$ cat src/rtl/jev_pkg.sv
package jev_pkg;
   typedef enum logic [1:0] {
      FLT_NONE    = 2'b00,
      FLT_MID     = 2'b01,
      FLT_OVERRUN = 2'b10
   } fault_e;

   // length in words from the two-bit length code
   function automatic logic [1:0] code_to_len(input logic [1:0] code);
      code_to_len = code[1] ? (code[0] ? 2'd3 : 2'd2) : 2'd1;
   endfunction
endpackage

$ cat src/rtl/jev_len_decode.sv
module jev_len_decode #(
   parameter int WORD_W    = 32,
   parameter int BLK_WORDS = 8,
   parameter int CODE_LSB  = 30
) (
   input  logic [BLK_WORDS*WORD_W-1:0] words,
   output logic [2*BLK_WORDS-1:0]      lens
);
   import jev_pkg::*;

   if (CODE_LSB + 2 > WORD_W) begin : g_bad_code_pos
      $error("length code does not fit in the word");
   end

   for (genvar i = 0; i < BLK_WORDS; i++) begin : g_word
      logic [1:0] code;
      assign code          = words[i*WORD_W + CODE_LSB +: 2];
      assign lens[2*i +: 2] = code_to_len(code);
   end
endmodule

$ cat src/rtl/jev_frame_scan.sv
module jev_frame_scan #(
   parameter int BLK_WORDS = 8,
   parameter int MAX_LEN   = 3
) (
   input  logic [2*BLK_WORDS-1:0] lens,
   output logic [BLK_WORDS-1:0]   starts
);
   // word 0 always opens an instruction; framing restarts each block
   assign starts[0] = 1'b1;

   for (genvar i = 1; i < BLK_WORDS; i++) begin : g_pos
      logic [MAX_LEN-1:0] hit;
      for (genvar k = 1; k <= MAX_LEN; k++) begin : g_back
         if (i - k >= 0) begin : g_in
            assign hit[k-1] = starts[i-k] && (lens[2*(i-k) +: 2] == 2'(k));
         end else begin : g_out
            assign hit[k-1] = 1'b0;
         end
      end
      assign starts[i] = |hit;
   end
endmodule

$ cat src/rtl/jev_classify.sv
module jev_classify #(
   parameter int BLK_WORDS = 8,
   localparam int OFS_W    = $clog2(BLK_WORDS)
) (
   input  logic [2*BLK_WORDS-1:0] lens,
   input  logic [BLK_WORDS-1:0]   starts,
   input  logic [OFS_W-1:0]       target,
   output jev_pkg::fault_e        fault
);
   import jev_pkg::*;

   localparam int END_W = OFS_W + 2;

   logic [OFS_W-1:0] land;
   logic [END_W-1:0] land_end;

   // landing instruction: last start at or before the target
   always_comb begin
      land = '0;
      for (int j = 0; j < BLK_WORDS; j++) begin
         if (starts[j] && (OFS_W'(j) <= target)) land = OFS_W'(j);
      end
   end

   assign land_end = END_W'(land) + END_W'(lens[2*land +: 2]);

   always_comb begin
      if (target == '0)                        fault = FLT_NONE;
      else if (land_end > END_W'(BLK_WORDS))   fault = FLT_OVERRUN;
      else if (land != target)                 fault = FLT_MID;
      else                                     fault = FLT_NONE;
   end
endmodule

$ cat src/rtl/jump_entry_check.sv
module jump_entry_check #(
   parameter int WORD_W    = 32,
   parameter int BLK_WORDS = 8,
   parameter int CODE_LSB  = 30,
   localparam int OFS_W    = $clog2(BLK_WORDS)
) (
   input  logic                        clk,
   input  logic                        rst_n,
   input  logic                        req_valid,
   output logic                        req_ready,
   input  logic [BLK_WORDS*WORD_W-1:0] req_words,
   input  logic [OFS_W-1:0]            req_offset,
   output logic                        rsp_valid,
   input  logic                        rsp_ready,
   output logic                        rsp_ok,
   output logic [1:0]                  rsp_fault
);
   import jev_pkg::*;

   if (BLK_WORDS < 4 || (1 << OFS_W) != BLK_WORDS) begin : g_bad_blk
      $error("BLK_WORDS must be a power of two of at least 4");
   end

   logic [2*BLK_WORDS-1:0] lens;
   logic [BLK_WORDS-1:0]   starts;
   fault_e                 fault_c;
   logic                   accept;

   jev_len_decode #(
      .WORD_W(WORD_W), .BLK_WORDS(BLK_WORDS), .CODE_LSB(CODE_LSB)
   ) u_len (
      .words(req_words), .lens(lens)
   );

   jev_frame_scan #(
      .BLK_WORDS(BLK_WORDS), .MAX_LEN(3)
   ) u_scan (
      .lens(lens), .starts(starts)
   );

   jev_classify #(
      .BLK_WORDS(BLK_WORDS)
   ) u_cls (
      .lens(lens), .starts(starts), .target(req_offset), .fault(fault_c)
   );

   assign req_ready = !rsp_valid;
   assign accept    = req_valid && req_ready;

   always_ff @(posedge clk) begin
      if (!rst_n) begin
         rsp_valid <= 1'b0;
         rsp_ok    <= 1'b0;
         rsp_fault <= FLT_NONE;
      end else if (accept) begin
         rsp_valid <= 1'b1;
         rsp_ok    <= (fault_c == FLT_NONE);
         rsp_fault <= fault_c;
      end else if (rsp_valid && rsp_ready) begin
         rsp_valid <= 1'b0;
      end
   end
endmodule

$ cat config.mk
export PLATFORM = sky130hd
export DESIGN_NAME = jump_entry_check
export DESIGN_NICKNAME = d
export VERILOG_FILES = /design/src/rtl/jev_pkg.sv /design/src/rtl/jev_len_decode.sv /design/src/rtl/jev_frame_scan.sv /design/src/rtl/jev_classify.sv /design/src/rtl/jump_entry_check.sv
export SDC_FILE = /design/constraint.sdc
export NUM_CORES = 1
export LEC_CHECK = 0
export ABC_AREA = 1
export BUFFER_PORTS_ARGS = -buffer_cell sky130_fd_sc_hd__buf_2
export CORE_AREA = 4 4 102 104
export DETAILED_ROUTE_END_ITERATION = 6
export DIE_AREA = 0 0 106 108
export SLEW_MARGIN = 40
export SYNTH_ARGS = -nofsm -noshare
export SYNTH_HDL_FRONTEND = slang
export SYNTH_SLANG_ARGS = --single-unit
$ cat constraint.sdc
create_clock -name clk -period 2.9 [get_ports clk]
set_input_delay 0.145 -clock clk [delete_from_list [all_inputs] [get_ports clk]]
set_output_delay 0.145 -clock clk [all_outputs]
set_load 0.1 [all_outputs]
== Yosys cells after proc, flatten, opt, wreduce, memory -nomap -nowiden ==
Cells that the tools add are included.

* Add/subtract/negate cells: 1
* Magnitude comparators: 8
* Equality and inequality tests: 19
* Shifts and indexed selects: 1
* Mux-type cells: 28
* Reductions and logical operators: 34

{| class="wikitable"
|+ Operators with widths
! cell !! number
|-
| logical AND 1 bit || 24
|-
| two-way mux 2 bit || 12
|-
| equality test 2 bit, second input constant || 11
|-
| indexed part select 16 x 5 -> 2 bit || 1
|-
| OR reduction 3 bit || 5
|-
| equality test 2 x 1 -> 1 bit, second input constant || 7
|-
| <= comparator 3 bit, first input constant || 4
|-
| two-way mux 1 bit || 12
|-
| two-way mux 3 bit || 4
|-
| <= comparator 2 x 3 -> 1 bit, first input constant || 2
|-
| > comparator 5 x 4 -> 1 bit, second input constant || 1
|-
| adder 3 x 2 -> 4 bit || 1
|-
| <= comparator 1 x 3 -> 1 bit, first input constant || 1
|-
| logical NOT 3 bit || 1
|-
| inequality test 3 bit || 1
|-
| logical NOT 2 bit || 1
|-
| nonzero test 2 bit || 1
|-
| OR reduction 2 bit || 1
|-
| logical NOT 1 bit || 1
|}

* Register bits after elaboration: 4
* Input port bits: 263
* Output and inout bits: 5
* Logic and storage cells: 94

== Longest topological paths before layout ==
* Depth in word-level cells: 23
* Mapped depth: 28
* Gate-level depth less buffers: 27

== Cells and area by module ==
From an unflattened synthesis, not the netlist that was laid out.

* Cells, all modules: 175
* Area, all modules: 958.4 um^2

{| class="wikitable"
|+ By module, submodules not included
! module !! times used !! cells each !! area an instance (um^2) !! seq. area each (um^2)
|-
| jev_classify || 1 || 72 || 415.4 || 0.0
|-
| jev_frame_scan || 1 || 52 || 245.2 || 0.0
|-
| jump_entry_check || 1 || 27 || 177.7 || 80.1
|-
| jev_len_decode || 1 || 24 || 120.1 || 0.0
|}

== Least setup slack after synthesis ==
Ideal clock, no wire load.

* Kind: input port to flip-flop
* From: input req_words[30]
* To: register rsp_ok
* Setup time: 115 ps
* Arrival: 2,770 ps
* Data required time: 2,785 ps
* Setup slack: 15 ps
* Cell stages on the path: 26
* Buffers on the path: 1
* Cells stage by stage: nand2_1 nand3_2 nand3_2 nand3_2 nand2_2 nand2_2 nand2_1 nand2_1 nand2_2 nand2_4 nand2_2 buf_6 nand2_1 nand3_1 nand3_1 nand2_1 inv_1 ha_1 fa_1 nor3b_1 or2_2 nor2_1 nor2_1 a21oi_1 nor2_1 and2_1

* Longest elaborated chain between the ends: 23
* Elaborated cells on any way between the ends: 48
* Classes of those cells: add/sub: 1; order compare: 1; eq/ne: 4; shift: 1; mux: 12; reduce/logical: 29

{| class="wikitable"
|+ Ends and longest elaborated chain
! what !! line !! text
|-
| start: declaration || jump_entry_check.sv:11 || <nowiki>input logic [BLK_WORDS*WORD_W-1:0] req_words,</nowiki>
|-
| two-way mux 1 bit * || jev_pkg.sv:10 || <nowiki>code_to_len = code[1] ? (code[0] ? 2'd3 : 2'd2) : 2'd1;</nowiki>
|-
| two-way mux 2 bit * || jev_pkg.sv:10 ||
|-
| equality test 2 x 1 -> 1 bit || jev_frame_scan.sv:15 || <nowiki>assign hit[k-1] = starts[i-k] && (lens[2*(i-k) +: 2] == 2'(k));</nowiki>
|-
| logical AND 1 bit || jev_frame_scan.sv:15 ||
|-
| OR reduction 2 bit || jev_frame_scan.sv:20 || <nowiki>assign starts[i] = |hit;</nowiki>
|-
| logical AND 1 bit || jev_frame_scan.sv:15 ||
|-
| OR reduction 3 bit || jev_frame_scan.sv:20 ||
|-
| logical AND 1 bit || jev_frame_scan.sv:15 ||
|-
| [7 not listed] || n/a ||
|-
| logical AND 1 bit || jev_classify.sv:21 || <nowiki>if (starts[j] && (OFS_W'(j) <= target)) land = OFS_W'(j);</nowiki>
|-
| two-way mux 3 bit || jev_classify.sv:21 ||
|-
| indexed part select 16 x 5 -> 2 bit || jev_classify.sv:25 || <nowiki>assign land_end = END_W'(land) + END_W'(lens[2*land +: 2]);</nowiki>
|-
| adder 3 x 2 -> 4 bit || jev_classify.sv:25 ||
|-
| > comparator 5 x 4 -> 1 bit || jev_classify.sv:29 || <nowiki>else if (land_end > END_W'(BLK_WORDS)) fault = FLT_OVERRUN;</nowiki>
|-
| two-way mux 2 bit * || jev_classify.sv:29 ||
|-
| two-way mux 2 bit * || jev_classify.sv:28 || <nowiki>if (target == '0) fault = FLT_NONE;</nowiki>
|-
| logical NOT 2 bit * || jump_entry_check.sv:57 || <nowiki>rsp_ok <= (fault_c == FLT_NONE);</nowiki>
|-
| end signal: assignment || jump_entry_check.sv:57 ||
|-
| end: declaration || jump_entry_check.sv:15 || <nowiki>output logic rsp_ok,</nowiki>
|}

Mark *: on every way between the ends. The rest lies on a longest branch, timed or not.
A chain may end at the register's enable or synchronous reset.

== Worst setup path after layout ==
* From: input req_words[31]
* To: register rsp_ok

* Longest elaborated chain between the ends: 22
* Elaborated cells on any way between the ends: 47
* Classes of those cells: add/sub: 1; order compare: 1; eq/ne: 4; shift: 1; mux: 11; reduce/logical: 29

{| class="wikitable"
|+ Ends and longest elaborated chain
! what !! line
|-
| two-way mux 2 bit * || jev_pkg.sv:10
|-
| equality test 2 x 1 -> 1 bit || jev_frame_scan.sv:15
|-
| logical AND 1 bit || jev_frame_scan.sv:15
|-
| OR reduction 2 bit || jev_frame_scan.sv:20
|-
| logical AND 1 bit || jev_frame_scan.sv:15
|-
| OR reduction 3 bit || jev_frame_scan.sv:20
|-
| logical AND 1 bit || jev_frame_scan.sv:15
|-
| OR reduction 3 bit || jev_frame_scan.sv:20
|-
| [6 not listed] || n/a
|-
| logical AND 1 bit || jev_classify.sv:21
|-
| two-way mux 3 bit || jev_classify.sv:21
|-
| indexed part select 16 x 5 -> 2 bit || jev_classify.sv:25
|-
| adder 3 x 2 -> 4 bit || jev_classify.sv:25
|-
| > comparator 5 x 4 -> 1 bit || jev_classify.sv:29
|-
| two-way mux 2 bit * || jev_classify.sv:29
|-
| two-way mux 2 bit * || jev_classify.sv:28
|-
| logical NOT 2 bit * || jump_entry_check.sv:57
|}

Marks and branches as above.

==> impl_metrics.csv <==
group,metric,value,unit
run_status,status,"complete, but fails checks",
run_status,violations,"setup timing",
power,power_density,387,nW/um2
logic_synthesis,synth_area_leader_cell,"sky130_fd_sc_hd__nand2_1",
sta,rsz0062_at_grt,"yes",
floorplan,die-area,11400,um2
logic_synthesis,synth.ff_latch_count,4,
setup_path,rr_worst_depth,5,
place,port_buffers,27,
sta,final_number_of_max_transition_violations,0,
logic_synthesis,ys_types,23,
power,cell_internal_pwr,0.345,mW
grt,grt.overflow.total,0,
place,hpwl,2.61,mm
final_layout,antenna_cells_inserted,0,
setup_path,crit_path_top_delay_cell,"sky130_fd_sc_hd__fa_1",
detailed_routing,drcViolationCount,0,
setup_path,crit_path_leading_delay_family,"simple AND/OR/NAND/NOR gates",
clock_tree,clk_path_buf_depth,2,
power,sw_share,43.7,%
clock_tree,tritoncts.num_buffers,3,
setup_path,critPathCaptureType,"register",
setup_path,crit_path_max_fanout,4,
sta,clock_skew,0.000573,ns
setup_path,crit-reg2reg-launch,"rsp_valid",
worst_hold_path,min_delay_path_depth,3,
logic_synthesis,synth_area_leaders,"sky130_fd_sc_hd__nand2_1 18%, sky130_fd_sc_hd__nand3_1 16%, sky130_fd_sc_hd__dfxtp_1 11%",
logic_synthesis,synth-warning-count,0,
final_layout,areaGrowthSynthToFinish,116,%
setup_path,r2r_end,"rsp_ok",
detailed_routing,wire_per_inst,9.98,um
sta,finalSetupViolations,1,
clock_tree,cts_tree,"done",
place,placement.setup.worst_slack,-0.395,ns
logic_synthesis,cell_area_after_synthesis,733,um2
clock_tree,htree_levels,1,
job,max_cap_violations,0,
grt,grt_antenna_before_repair,5,
sta,shortest_period_the_worst_path_allows,2.93,ns
detailed_routing,dr_total_vias,1172,
clock_tree,ctsRootBufferMaster,"sky130_fd_sc_hd__clkbuf_8",
worst_hold_path,worstHoldStart,"rsp_ready",
logic_synthesis,synthesis.area_per_instance,5.39,um2
power,total_switching_power,0.267,mW
sta,fin_hold_ws,0.190,ns
logic_synthesis,async_reset_ff_share,0,%
final_layout,proportion_of_layout_cells_with_a_drive_suffix_above_1,55.1,%
detailed_routing,dr.first_iter.drc_count,19,
floorplan,initial_core_util,7.68,%
logic_synthesis,synth.top_cell.area_share,18.4,%
sta,min_period_over_period,101,%
setup_path,reg2reg_slack,1.79,ns
sta,worst_slack,-0.0297,ns
setup_path,path_buf_inv,4,
sta,final_hold_viol_count,0,
clock_tree,cts.sinks,4,
floorplan,core_area,9550,um2
logic_synthesis,synth.yosys.seq_area_share,10.9,%
detailed_routing,drtPass1Iterations,4,
grt,globalRouteTotalUtil,5.96,%
final_layout,final_nets,473,
place,placed_cells,322,
floorplan,floorplan.io_pins,268,
place,dpl-instance-area,1230,um2
floorplan,die_width,106,um
detailed_routing,antenna_left,0,
floorplan,floorplan.die.height,108,um
final_layout,fin_cells,338,
sta,aggregate_negative_setup_slack,-0.0297,ns
worst_hold_path,hp-class,"in2reg",
grt,first_global_vias,1256,
sta,maximum_achievable_frequency,0.341,GHz
final_layout,postLayoutCoreUtil,16.6,%
detailed_routing,via_per_inst,3.47,
detailed_routing,routed_wl,3.37,mm
logic_synthesis,synth.cells.most_frequent,"36 x sky130_fd_sc_hd__nand2_1, 23 x sky130_fd_sc_hd__nand3_1, 17 x sky130_fd_sc_hd__inv_1, 15 x sky130_fd_sc_hd__nor2_1",
setup_path,critical_path_required,3.00,ns
grt,grt_max_degree,8,
setup_path,worstSetupPathType,"in2reg",
setup_path,worst_path_largest_cell_delay,0.56,ns
setup_path,critPathLaunchType,"input pin",
logic_synthesis,synthesis.instances,136,
sta,worstMarginPinSlew,0.497,ns
logic_synthesis,synth-edff-count,0,
power,totalPowerFinal,0.612,mW
floorplan,placementRows,36,
clock_tree,clkLatencyLatePin,0.21,ns
power,power.clock.fraction,18.8,%
grt,grt_first_pass_wirelength,5.60,mm
power,share_comb_of_total_power,70.5,%
sta,timing.max_slew.rel_slack,67.1,%
place,gpl.final_weighted_congestion,0.897,
setup_path,data_arrival_critical_path,3.03,ns
power,ir_drop,0.115,mV
logic_synthesis,post-synth-top-count-cell,"sky130_fd_sc_hd__nand2_1",
worst_hold_path,hold_end,"rsp_valid",
power,pwr-share-seq,10.7,%
logic_synthesis,synth_top_flop_cell,"sky130_fd_sc_hd__dfxtp_1",
clock_tree,clock_pin_slew_reported_for_the_worst_setup_and_hold_paths_after_clock_tree_synthesis,0.03,ns
logic_synthesis,synth_fp_nets,402,
final_layout,num-fill-cells,1111,
final_layout,postLayoutCellArea,1580,um2
power,total_leakage_power,0.788,nW
## cell usage in the layout (no fill, tap or decap), types with 2 or more instances in the layout
| cell type | Yosys | layout |
|---|---|---|
| sky130_fd_sc_hd__nand3_4 | 0 | 3 |
| sky130_fd_sc_hd__inv_1 | 17 | 14 |
| sky130_fd_sc_hd__o21ai_0 | 4 | 4 |
| sky130_fd_sc_hd__nand3_1 | 23 | 13 |
| sky130_fd_sc_hd__nor2_1 | 15 | 12 |
| sky130_fd_sc_hd__buf_6 | 1 | 6 |
| sky130_fd_sc_hd__nor3_1 | 3 | 3 |
| sky130_fd_sc_hd__inv_4 | 1 | 2 |
| sky130_fd_sc_hd__nand2_1 | 36 | 29 |
| sky130_fd_sc_hd__buf_2 | 0 | 24 |
| sky130_fd_sc_hd__nand2_4 | 1 | 5 |
| sky130_fd_sc_hd__clkbuf_8 | 0 | 3 |
| sky130_fd_sc_hd__inv_2 | 2 | 3 |
| sky130_fd_sc_hd__nor2_4 | 0 | 2 |
| sky130_fd_sc_hd__dfxtp_1 | 4 | 4 |
| sky130_fd_sc_hd__nand3_2 | 3 | 10 |
| sky130_fd_sc_hd__nand2_2 | 7 | 9 |
| sky130_fd_sc_hd__a21oi_1 | 7 | 6 |
| sky130_fd_sc_hd__nor2_2 | 1 | 2 |
| sky130_fd_sc_hd__nand4_1 | 2 | 2 |
| sky130_fd_sc_hd__buf_4 | 0 | 36 |
## sequential cells by signal, summed over array words and instances (netlist names)
register,flops
rsp_valid,1
rsp_fault,2
rsp_ok,1
## what timing repair did
item                                    in CTS  in global routing
gates resized for setup                     38                 18
cloned                                       0                  0
buffers inserted                            13                  1
hold buffers                                 0                  0
pin swaps                                   27                 23
endpoints found under the setup margin       2                  3
## tightest hold or removal path, delay by kind of cell
kind            cells  cell delay [ns]
simple gates        1             0.09
buf+inv             1             0.07
compound gates      1             0.05
## cells by family after synthesis
family	Yosys count	synth area share, %
AND/OR/NAND/NOR	95	61.6
buffers and inverters	21	12.1
AO/OA/AOI/OAI	13	9.21
flip-flops	4	10.9
adder cells (fa/ha/maj)	3	6.14
## power by group through the flow
stage	clock (mW)	combinational (mW)	sequential [mW]
after floorplan	0	0.157	0.110
after global placement	0	0.306	0.0658
after detailed placement	0	0.312	0.0657
after CTS	0.118	0.402	0.0650
after global routing	0.124	0.473	0.0663
final	0.115	0.432	0.0653
## final cells by class
| cell class | count | area [um2] | area share, % |
|---|---|---|---|
| Multi-Input combinational cell | 111 | 729 | 46.1 |
| Timing Repair Buffer | 67 | 478 | 30.2 |
| Tap cell | 133 | 166 | 10.5 |
| Inverter | 20 | 87.6 | 5.53 |
| Sequential cell | 4 | 80.1 | 5.06 |
| Clock buffer | 3 | 41.3 | 2.61 |
## metal layers
metal / global-route usage (%) / share of wire, % / up-vias
met5: 0 / 2.0 / -
met4: 1.94 / 4.2 / 10
met3: 3.40 / 9.8 / 20
met2: 10.4 / 48 / 32
met1: 6.00 / 36 / 527
li1: - / - / 583
## how the worst max path moves through the flow
stage / start / end / slack (ns) / cells past startpoint
after floorplan: req_words[30] / rsp_ok / 0.02 / 26
after global placement: req_words[31] / rsp_ok / -0.28 / 24
after detailed placement: req_words[31] / rsp_ok / -0.40 / 26
after CTS: req_words[31] / rsp_ok / -0.03 / 26
after global routing: req_words[127] / rsp_ok / -0.25 / 27
final: req_words[31] / rsp_ok / -0.03 / 25
(Power assumes the default switching activity.)
